==> src/rtl/cs_math_pkg.sv <==
package cs_math_pkg;
  localparam int unsigned DATA_W  = 64;
  localparam int unsigned WORD_W  = 32;
  localparam int unsigned OPD_W   = 10;
  localparam int unsigned OPC_W   = 12;
  localparam int unsigned NUM_GPR = 16;
  localparam int unsigned LEN_W   = 8;

  localparam logic [5:0] HDR_CMD = 6'h1A;

  localparam logic [OPC_W-1:0] OPC_NOP     = 12'h000;
  localparam logic [OPC_W-1:0] OPC_LOAD    = 12'h080;
  localparam logic [OPC_W-1:0] OPC_LOADINV = 12'h480;
  localparam logic [OPC_W-1:0] OPC_LOAD0   = 12'h081;
  localparam logic [OPC_W-1:0] OPC_LOAD1   = 12'h481;
  localparam logic [OPC_W-1:0] OPC_ADD     = 12'h100;
  localparam logic [OPC_W-1:0] OPC_SUB     = 12'h101;
  localparam logic [OPC_W-1:0] OPC_AND     = 12'h102;
  localparam logic [OPC_W-1:0] OPC_OR      = 12'h103;
  localparam logic [OPC_W-1:0] OPC_XOR     = 12'h104;
  localparam logic [OPC_W-1:0] OPC_STORE   = 12'h180;
  localparam logic [OPC_W-1:0] OPC_STOREINV= 12'h580;

  localparam logic [OPD_W-1:0] OPD_SRCA  = 10'h020;
  localparam logic [OPD_W-1:0] OPD_SRCB  = 10'h021;
  localparam logic [OPD_W-1:0] OPD_ACC   = 10'h031;
  localparam logic [OPD_W-1:0] OPD_ZF    = 10'h032;
  localparam logic [OPD_W-1:0] OPD_CF    = 10'h033;

  typedef enum logic [3:0] {
    K_NOP, K_LOAD, K_LOADC, K_ADD, K_SUB, K_AND, K_OR, K_XOR, K_STORE
  } kind_e;

  typedef struct packed {
    kind_e            kind;
    logic             inv;
    logic [OPD_W-1:0] dst;
    logic [OPD_W-1:0] src;
  } op_t;

  function automatic logic is_gpr(input logic [OPD_W-1:0] c);
    return c < OPD_W'(NUM_GPR);
  endfunction

  function automatic logic is_latch(input logic [OPD_W-1:0] c);
    return (c == OPD_SRCA) || (c == OPD_SRCB);
  endfunction

  function automatic logic is_readable(input logic [OPD_W-1:0] c);
    return is_gpr(c) || is_latch(c) || (c == OPD_ACC) || (c == OPD_ZF) || (c == OPD_CF);
  endfunction
endpackage

==> src/rtl/cs_math_decode.sv <==
module cs_math_decode
  import cs_math_pkg::*;
(
  input  logic              clk_i,
  input  logic              rst_ni,
  input  logic              valid_i,
  input  logic [WORD_W-1:0] word_i,
  output logic              exec_o,
  output op_t               op_o,
  output logic              err_o
);
  logic             busy_q;
  logic [LEN_W:0]   remain_q;
  logic             is_hdr, bad;
  logic [OPC_W-1:0] opc;
  logic [OPD_W-1:0] opa, opb;

  assign opc    = word_i[31:20];
  assign opa    = word_i[19:10];
  assign opb    = word_i[9:0];
  assign is_hdr = valid_i && !busy_q && (word_i[28:23] == HDR_CMD);
  assign exec_o = valid_i && busy_q;

  always_comb begin
    op_o = '{kind: K_NOP, inv: 1'b0, dst: opa, src: opb};
    bad  = 1'b0;
    unique case (opc)
      OPC_NOP: ;
      OPC_LOAD, OPC_LOADINV: begin
        op_o.kind = K_LOAD;
        op_o.inv  = opc[10];
        bad       = !(is_latch(opa) && is_readable(opb));
      end
      OPC_LOAD0, OPC_LOAD1: begin
        op_o.kind = K_LOADC;
        op_o.inv  = opc[10];
        bad       = !is_latch(opa);
      end
      OPC_ADD: op_o.kind = K_ADD;
      OPC_SUB: op_o.kind = K_SUB;
      OPC_AND: op_o.kind = K_AND;
      OPC_OR:  op_o.kind = K_OR;
      OPC_XOR: op_o.kind = K_XOR;
      OPC_STORE, OPC_STOREINV: begin
        op_o.kind = K_STORE;
        op_o.inv  = opc[10];
        bad       = !(is_gpr(opa) && is_readable(opb));
      end
      default: bad = 1'b1;
    endcase
    if (bad) op_o.kind = K_NOP;
  end

  always_ff @(posedge clk_i or negedge rst_ni) begin
    if (!rst_ni) begin
      busy_q   <= 1'b0;
      remain_q <= '0;
      err_o    <= 1'b0;
    end else begin
      err_o <= exec_o && bad;
      if (is_hdr) begin
        busy_q   <= 1'b1;
        remain_q <= {1'b0, word_i[LEN_W-1:0]} + 1'b1;
      end else if (exec_o) begin
        if (remain_q == 1) busy_q <= 1'b0;
        remain_q <= remain_q - 1'b1;
      end
    end
  end

  AST_PKT_END: assert property (@(posedge clk_i) disable iff (!rst_ni)
    (exec_o && remain_q == 1) |=> !busy_q);
  AST_ERR_SRC: assert property (@(posedge clk_i) disable iff (!rst_ni)
    $rose(err_o) |-> $past(valid_i && busy_q));
endmodule

==> src/rtl/cs_math_alu.sv <==
module cs_math_alu
  import cs_math_pkg::*;
(
  input  kind_e             kind_i,
  input  logic [DATA_W-1:0] a_i,
  input  logic [DATA_W-1:0] b_i,
  output logic              arith_o,
  output logic [DATA_W-1:0] res_o,
  output logic              carry_o,
  output logic              zero_o
);
  logic [DATA_W:0] sum, dif;
  assign sum = {1'b0, a_i} + {1'b0, b_i};
  assign dif = {1'b0, a_i} - {1'b0, b_i};

  always_comb begin
    arith_o = 1'b1;
    carry_o = 1'b0;
    res_o   = '0;
    unique case (kind_i)
      K_ADD: {carry_o, res_o} = sum;
      K_SUB: {carry_o, res_o} = dif;
      K_AND: res_o = a_i & b_i;
      K_OR:  res_o = a_i | b_i;
      K_XOR: res_o = a_i ^ b_i;
      default: arith_o = 1'b0;
    endcase
    zero_o = (res_o == '0);
  end
endmodule

==> src/rtl/cs_math_gpr.sv <==
module cs_math_gpr
  import cs_math_pkg::*;
#(
  parameter int unsigned N_REG  = NUM_GPR,
  parameter int unsigned ADDR_W = 12,
  parameter logic [11:0] BASE   = 12'h600,
  localparam int unsigned IDX_W = $clog2(N_REG)
) (
  input  logic                        clk_i,
  input  logic                        rst_ni,
  input  logic                        host_we_i,
  input  logic [ADDR_W-1:0]           host_addr_i,
  input  logic [WORD_W-1:0]           host_wdata_i,
  output logic [WORD_W-1:0]           host_rdata_o,
  input  logic                        inst_we_i,
  input  logic [IDX_W-1:0]            inst_idx_i,
  input  logic [DATA_W-1:0]           inst_wdata_i,
  output logic [N_REG-1:0][DATA_W-1:0] regs_o
);
  logic [ADDR_W-1:0] off;
  logic              hit, hi;
  logic [IDX_W-1:0]  hidx;

  assign off  = host_addr_i - ADDR_W'(BASE);
  assign hit  = (host_addr_i >= ADDR_W'(BASE)) && (off < ADDR_W'(N_REG * 8)) && (off[1:0] == 2'b00);
  assign hi   = off[2];
  assign hidx = off[IDX_W+2:3];
  assign host_rdata_o = !hit ? '0 : (hi ? regs_o[hidx][63:32] : regs_o[hidx][31:0]);

  for (genvar g = 0; g < N_REG; g++) begin : g_reg
    always_ff @(posedge clk_i or negedge rst_ni) begin
      if (!rst_ni) regs_o[g] <= '0;
      else if (inst_we_i && inst_idx_i == IDX_W'(g)) regs_o[g] <= inst_wdata_i;
      else if (host_we_i && hit && hidx == IDX_W'(g)) begin
        if (hi) regs_o[g][63:32] <= host_wdata_i;
        else    regs_o[g][31:0]  <= host_wdata_i;
      end
    end
  end

  AST_INST_WINS: assert property (@(posedge clk_i) disable iff (!rst_ni)
    (inst_we_i && host_we_i && hit && hidx == inst_idx_i)
    |=> regs_o[$past(inst_idx_i)] == $past(inst_wdata_i));
  AST_HOST_LO: assert property (@(posedge clk_i) disable iff (!rst_ni)
    (host_we_i && hit && !hi && !(inst_we_i && inst_idx_i == hidx))
    |=> regs_o[$past(hidx)][31:0] == $past(host_wdata_i));
endmodule

==> src/rtl/cs_math_unit.sv <==
module cs_math_unit
  import cs_math_pkg::*;
(
  input  logic              clk_i,
  input  logic              rst_ni,
  input  logic              cmd_valid_i,
  output logic              cmd_ready_o,
  input  logic [31:0]       cmd_data_i,
  input  logic              host_we_i,
  input  logic [11:0]       host_addr_i,
  input  logic [31:0]       host_wdata_i,
  output logic [31:0]       host_rdata_o,
  output logic [63:0]       acc_o,
  output logic              zero_o,
  output logic              carry_o
  ,output logic             err_o
);
  localparam int unsigned IDX_W = $clog2(NUM_GPR);

  logic                            exec;
  op_t                             op;
  logic [NUM_GPR-1:0][DATA_W-1:0]  regs;
  logic [DATA_W-1:0]               srca_q, srcb_q, acc_q, src_val, mv_val, alu_res;
  logic                            zf_q, cf_q, alu_arith, alu_c, alu_z;

  assign cmd_ready_o = 1'b1;

  cs_math_decode u_dec (
    .clk_i, .rst_ni, .valid_i(cmd_valid_i), .word_i(cmd_data_i),
    .exec_o(exec), .op_o(op), .err_o(err_o)
  );

  always_comb begin
    src_val = '0;
    if (is_gpr(op.src))         src_val = regs[op.src[IDX_W-1:0]];
    else if (op.src == OPD_SRCA) src_val = srca_q;
    else if (op.src == OPD_SRCB) src_val = srcb_q;
    else if (op.src == OPD_ACC)  src_val = acc_q;
    else if (op.src == OPD_ZF)   src_val = DATA_W'(zf_q);
    else if (op.src == OPD_CF)   src_val = DATA_W'(cf_q);
    if (op.kind == K_LOADC) mv_val = op.inv ? '1 : '0;
    else                    mv_val = op.inv ? ~src_val : src_val;
  end

  cs_math_alu u_alu (
    .kind_i(op.kind), .a_i(srca_q), .b_i(srcb_q),
    .arith_o(alu_arith), .res_o(alu_res), .carry_o(alu_c), .zero_o(alu_z)
  );

  cs_math_gpr u_gpr (
    .clk_i, .rst_ni, .host_we_i, .host_addr_i, .host_wdata_i, .host_rdata_o,
    .inst_we_i(exec && op.kind == K_STORE), .inst_idx_i(op.dst[IDX_W-1:0]),
    .inst_wdata_i(mv_val), .regs_o(regs)
  );

  always_ff @(posedge clk_i or negedge rst_ni) begin
    if (!rst_ni) begin
      srca_q <= '0;
      srcb_q <= '0;
      acc_q  <= '0;
      zf_q   <= 1'b0;
      cf_q   <= 1'b0;
    end else if (exec) begin
      if (op.kind == K_LOAD || op.kind == K_LOADC) begin
        if (op.dst == OPD_SRCA) srca_q <= mv_val;
        else                    srcb_q <= mv_val;
      end
      if (alu_arith) begin
        acc_q <= alu_res;
        zf_q  <= alu_z;
        cf_q  <= alu_c;
      end
    end
  end

  assign acc_o   = acc_q;
  assign zero_o  = zf_q;
  assign carry_o = cf_q;

  AST_ZF_MATCH: assert property (@(posedge clk_i) disable iff (!rst_ni)
    (exec && alu_arith) |=> zf_q == (acc_q == '0));
  AST_LOGIC_NC: assert property (@(posedge clk_i) disable iff (!rst_ni)
    (exec && (op.kind == K_AND || op.kind == K_OR || op.kind == K_XOR)) |=> !cf_q);
  AST_LATCH_HOLD: assert property (@(posedge clk_i) disable iff (!rst_ni)
    !exec |=> $stable(srca_q) && $stable(srcb_q) && $stable(acc_q));
endmodule

==> config.mk <==
export PLATFORM = sky130hd
export DESIGN_NAME = cs_math_unit
export DESIGN_NICKNAME = d
export VERILOG_FILES = /design/src/rtl/cs_math_pkg.sv /design/src/rtl/cs_math_decode.sv /design/src/rtl/cs_math_alu.sv /design/src/rtl/cs_math_gpr.sv /design/src/rtl/cs_math_unit.sv
export SDC_FILE = /design/constraint.sdc
export NUM_CORES = 2
export LEC_CHECK = 0
export BUFFER_PORTS_ARGS = -buffer_cell sky130_fd_sc_hd__buf_2
export CAP_MARGIN = 20
export CORE_MARGIN = 2
export CORE_UTILIZATION = 45
export CTS_BUF_LIST = sky130_fd_sc_hd__clkbuf_8
export CTS_CLUSTER_SIZE = 25
export DETAILED_ROUTE_END_ITERATION = 10
export SETUP_SLACK_MARGIN = 0.2
export SLEW_MARGIN = 10
export SYNTH_ARGS = -nofsm -noshare
export SYNTH_HDL_FRONTEND = slang
export SYNTH_HIERARCHICAL = 1
export SYNTH_SLANG_ARGS = --single-unit
==> constraint.sdc <==
create_clock -name clk_i -period 9.7 [get_ports clk_i]
set_input_delay 1.455 -clock clk_i [delete_from_list [all_inputs] [get_ports clk_i]]
set_output_delay 1.455 -clock clk_i [all_outputs]
set_load 0.02 [all_outputs]
==> qor.txt <==
STATUS
-------------------------------------------------------------------------------------
Run status                                                               finished, final reports clean

PLACED DESIGN
-------------------------------------------------------------------------------------
Number of buffer cells added on primary ports                                     178
Cell count after placement                                                      11990
Minimum setup slack after placement                                          933.0 ps
Placer's final routability congestion estimate                                 0.9742
DPL Wire Length                                                             251000 um

SETUP PATH
-------------------------------------------------------------------------------------
Kind of end point of the critical path                                      flip-flop
Endpoint arrival time on the critical path                                    8870 ps
Critical setup path kind                                                 input pin to flip-flop
Startpoint type of the worst setup path                                     input pin
Required arrival time at the worst endpoint                                  10650 ps
Crit path max fanout                                                               31

GRT
-------------------------------------------------------------------------------------
Largest net degree at the start of global routing                                 183
Number of antenna violations at the first check in global routing                  31
Global-route wire length before repair                                      614700 um
Total overflow reported by the global router                                        0
Via count of the first global-routing pass                                      87380
Aggregate global-route resource usage                                          40.18%

ROUTING
-------------------------------------------------------------------------------------
1st-pass router iterations                                                         10
Top layer reached by signal wires                                                met5
Count of routing violations after the opening detailed-route iteration          14380
Routed length per instance                                                   34.15 um
Ratio of routed vias to standard cells                                          7.359
DRC violations left                                                                 0
Count of vias placed by the detailed router                                     91340
Wire length on met3                                                          62570 um
Wire length reported by the detailed router                                 423900 um
Number of nets with antenna violations after detailed routing                       0
Routed length on met2                                                       178200 um
Wire length on met1                                                         155000 um

LOGIC SYNTHESIS
-------------------------------------------------------------------------------------
Post-synth top area share                                                      33.91%
Number of nets in the synthesized netlist                                       10530
Portion of netlist area occupied by mux cells                                  17.52%
Biggest area consumer among synthesized cells                            sky130_fd_sc_hd__dfrtp_1
Cell count after synthesis                                                      10240
Most instantiated library cell after synthesis                           sky130_fd_sc_hd__nor2_1
Number of register bits inferred by synthesis                                    1229
Post-synth top cells                                                     sky130_fd_sc_hd__nor2_1, sky130_fd_sc_hd__dfrtp_1, sky130_fd_sc_hd__a31oi_1, sky130_fd_sc_hd__o21ai_0, sky130_fd_sc_hd__clkbuf_1
Sequential fraction of the synthesis area                                      33.91%
Post-synth EDFFs                                                                    0
Adder-Cell Fraction of Synth Area                                              3.011%
Proportion of synthesized flip-flops having asynchronous set or reset          100.0%
Post-Syn Area                                                               90680 um2
Combinational family with the most area after synthesis                  compound AO/OA/AOI/OAI gates
YS warnings                                                                         6
Simple-gate share of the synthesized area                                      15.09%
Xor/xnor share of the synthesized area                                        0.8113%
Synth cell types                                                                  109
Syn_area_per_cell                                                           8.859 um2
Main area contributors after synthesis                                   sky130_fd_sc_hd__dfrtp_1, sky130_fd_sc_hd__mux4_2, sky130_fd_sc_hd__a31oi_1, sky130_fd_sc_hd__nor2_1, sky130_fd_sc_hd__o21ai_0
Complex-gate fraction of the synthesized area                                  22.51%
Commonest register cell after synthesis                                  sky130_fd_sc_hd__dfrtp_1

STA
-------------------------------------------------------------------------------------
Minimum clock period                                                          7914 ps
Hold violation count in the final report                                            0
Number of setup violations in the final report                                      0
Setup repair after global routing missed its margin                                no
Achievable clock frequency                                                  126.4 MHz
Transition time at the pin with the least slew margin                         1318 ps
Slew Limit Headroom                                                            12.17%
Layout Skew                                                                  44.47 ps
Pins Over Slew Limit                                                                0
Smallest setup slack after layout                                             1786 ps
Sum of negative setup slack                                                      0 ps
Final period utilization                                                       81.59%

FLOORPLANNING
-------------------------------------------------------------------------------------
Boundary pin count                                                                180
Chip height                                                                  452.9 um
Core footprint                                                             200100 um2
Number of core rows                                                               164
Die Width                                                                    452.9 um
Initial Util                                                                   45.33%
Overall die area                                                           205100 um2

LAYOUT
-------------------------------------------------------------------------------------
FILL cells                                                                      18580
Post-layout nets                                                                 9857
Layout overhead on the synthesized area                                        7.000%
Share of post-route cells with drive strength above 1                          17.35%
Post-layout instance count excluding filler cells                               12410

CLOCK NETWORK
-------------------------------------------------------------------------------------
Worst-Skew Late Latency                                                       1040 ps
TritonCTS sink count                                                             1229
Clock root buffer                                                        sky130_fd_sc_hd__clkbuf_8
Total setup buffers inserted after CTS                                              0
Maximum buffer depth of the clock tree                                              3
TritonCTS clock tree                                                              yes
Cts-stage hold buffer count                                                         0
Register clock-pin slew on the reported worst setup and hold paths              70 ps
Total clock buffers created by CTS                                                219
Number of gates given a new drive strength after cts                                0
Clock H-tree levels                                                                 4

FLOW RUN
-------------------------------------------------------------------------------------
MaxCap Viol Count                                                                   0

POWER AND IR DROP
-------------------------------------------------------------------------------------
Total leakage power                                                          41.91 nW
Max VDD drop                                                                0.1608 mV
Power Density                                                            117.4 nW/um2
Sum of internal, switching and leakage power                                 11.39 mW

HOLD PATH
-------------------------------------------------------------------------------------
Classification of the worst-slack hold path                              input pin to async pin

-- per-layer routing --
metal  vias to the layer above  GRT usage (%)
met5                         -              0
met1                     45020          52.00
met4                        20          22.81
met2                      7523          57.79
met3                      1606          14.71
li1                      37170              -
-- cells by family (layout without fill, tap and decap cells) --
kind of cell	count (synthesis)	count (layout)
AND/OR/NAND/NOR	2951	2951
XOR/XNOR	84	84
buffers and inverters	1547	1047
multiplexers	920	920
adder cells (fa/ha/maj)	217	217
AO/OA/AOI/OAI	3287	3287
flip-flops	1229	1229
other	1	21
-- through the flow --
step | hold WS, ps | area [um2] | utilization (%)
detailed placement | 523.6 | 92270 | 46.12
global route | 397.7 | 97000 | 48.49
floorplan | 490.1 | 90680 | -
global placement | 497.1 | 92190 | 46.08
CTS | 387.0 | 96820 | 48.40
finish | 379.9 | 97030 | 48.50
-- where the power goes --
part / total (mW) / internal, mW / switching, mW / leakage, nW
Combinational: 0.945 / 0.217 / 0.728 / 22.1
Clock: 5.25 / 2.76 / 2.49 / 2.60
Sequential: 5.20 / 5.17 / 0.0319 / 17.2
-- worst paths after layout --
path                              startpoint                end  slack (ps)  cells past startpoint
max in group asynchronous             rst_ni  u_gpr/regs_o[902]        7260                      3
min in group clk_i         u_dec/remain_q[8]       u_dec/busy_q         520                      2
max reg2reg                       srca_q[14]             zero_o        2520                     15
max                            cmd_data_i[1]             zero_o        1790                     22
min reg2reg                u_dec/remain_q[8]       u_dec/busy_q         520                      2
min                                   rst_ni  u_gpr/regs_o[431]         380                      1
-- cells in the final DEF (no fill, tap or decap), types with 49 or more instances in the layout --
cell type,count
sky130_fd_sc_hd__a211oi_1,49
sky130_fd_sc_hd__a21oi_1,296
sky130_fd_sc_hd__a22oi_1,197
sky130_fd_sc_hd__a31oi_1,1056
sky130_fd_sc_hd__buf_2,171
sky130_fd_sc_hd__buf_4,230
sky130_fd_sc_hd__clkbuf_8,273
sky130_fd_sc_hd__dfrtp_1,1229
sky130_fd_sc_hd__ha_1,215
sky130_fd_sc_hd__inv_1,285
sky130_fd_sc_hd__mux2_2,259
sky130_fd_sc_hd__mux2i_1,148
sky130_fd_sc_hd__mux4_2,507
sky130_fd_sc_hd__nand2_1,239
sky130_fd_sc_hd__nand3_1,780
sky130_fd_sc_hd__nand4_1,262
sky130_fd_sc_hd__nor2_1,1335
sky130_fd_sc_hd__o21ai_0,980
sky130_fd_sc_hd__o22ai_1,75
sky130_fd_sc_hd__o31ai_1,277
-- layout make-up --
type                    count  area, um2  share of cell area [%]
multi-input cells        7460      54310                   55.97
flip-flops and latches   1229      30750                   31.70
clock buffers             273       3757                   3.872
well taps                2656       3323                   3.425
repair buffers            435       3231                   3.330
inverters                 215      807.0                  0.8317
clock inverters           124      799.5                  0.8240
diodes                     20      50.05                 0.05158
-- worst max-delay path, cell delays in order --
cell	delay [ps]
sky130_fd_sc_hd__buf_8	270
sky130_fd_sc_hd__inv_1	140
sky130_fd_sc_hd__ha_1	230
sky130_fd_sc_hd__nor4b_1	370
sky130_fd_sc_hd__a2111oi_2	110
sky130_fd_sc_hd__a2111oi_2	590
sky130_fd_sc_hd__nor3_2	100
sky130_fd_sc_hd__buf_4	260
sky130_fd_sc_hd__nand3b_4	380
sky130_fd_sc_hd__nor2_4	130
sky130_fd_sc_hd__a221oi_1	410
sky130_fd_sc_hd__o221ai_2	160
sky130_fd_sc_hd__or4_1	510
sky130_fd_sc_hd__or4_1	460
sky130_fd_sc_hd__or4_1	460
sky130_fd_sc_hd__nor4_1	810
sky130_fd_sc_hd__nand3b_1	300
sky130_fd_sc_hd__or4b_1	530
sky130_fd_sc_hd__nor4_1	490
sky130_fd_sc_hd__nand4b_1	190
sky130_fd_sc_hd__nor4b_2	280
sky130_fd_sc_hd__mux2_2	180
-- flip-flops by register name, indices dropped and copies added (netlist names) --
signal	flops
srcb_q	64
u_dec/err_o	1
u_dec/remain_q	9
u_dec/busy_q	1
acc_o	64
u_gpr/regs_o	1024
zero_o	1
srca_q	64
carry_o	1
No activity file was read; power rests on OpenSTA's default activity.
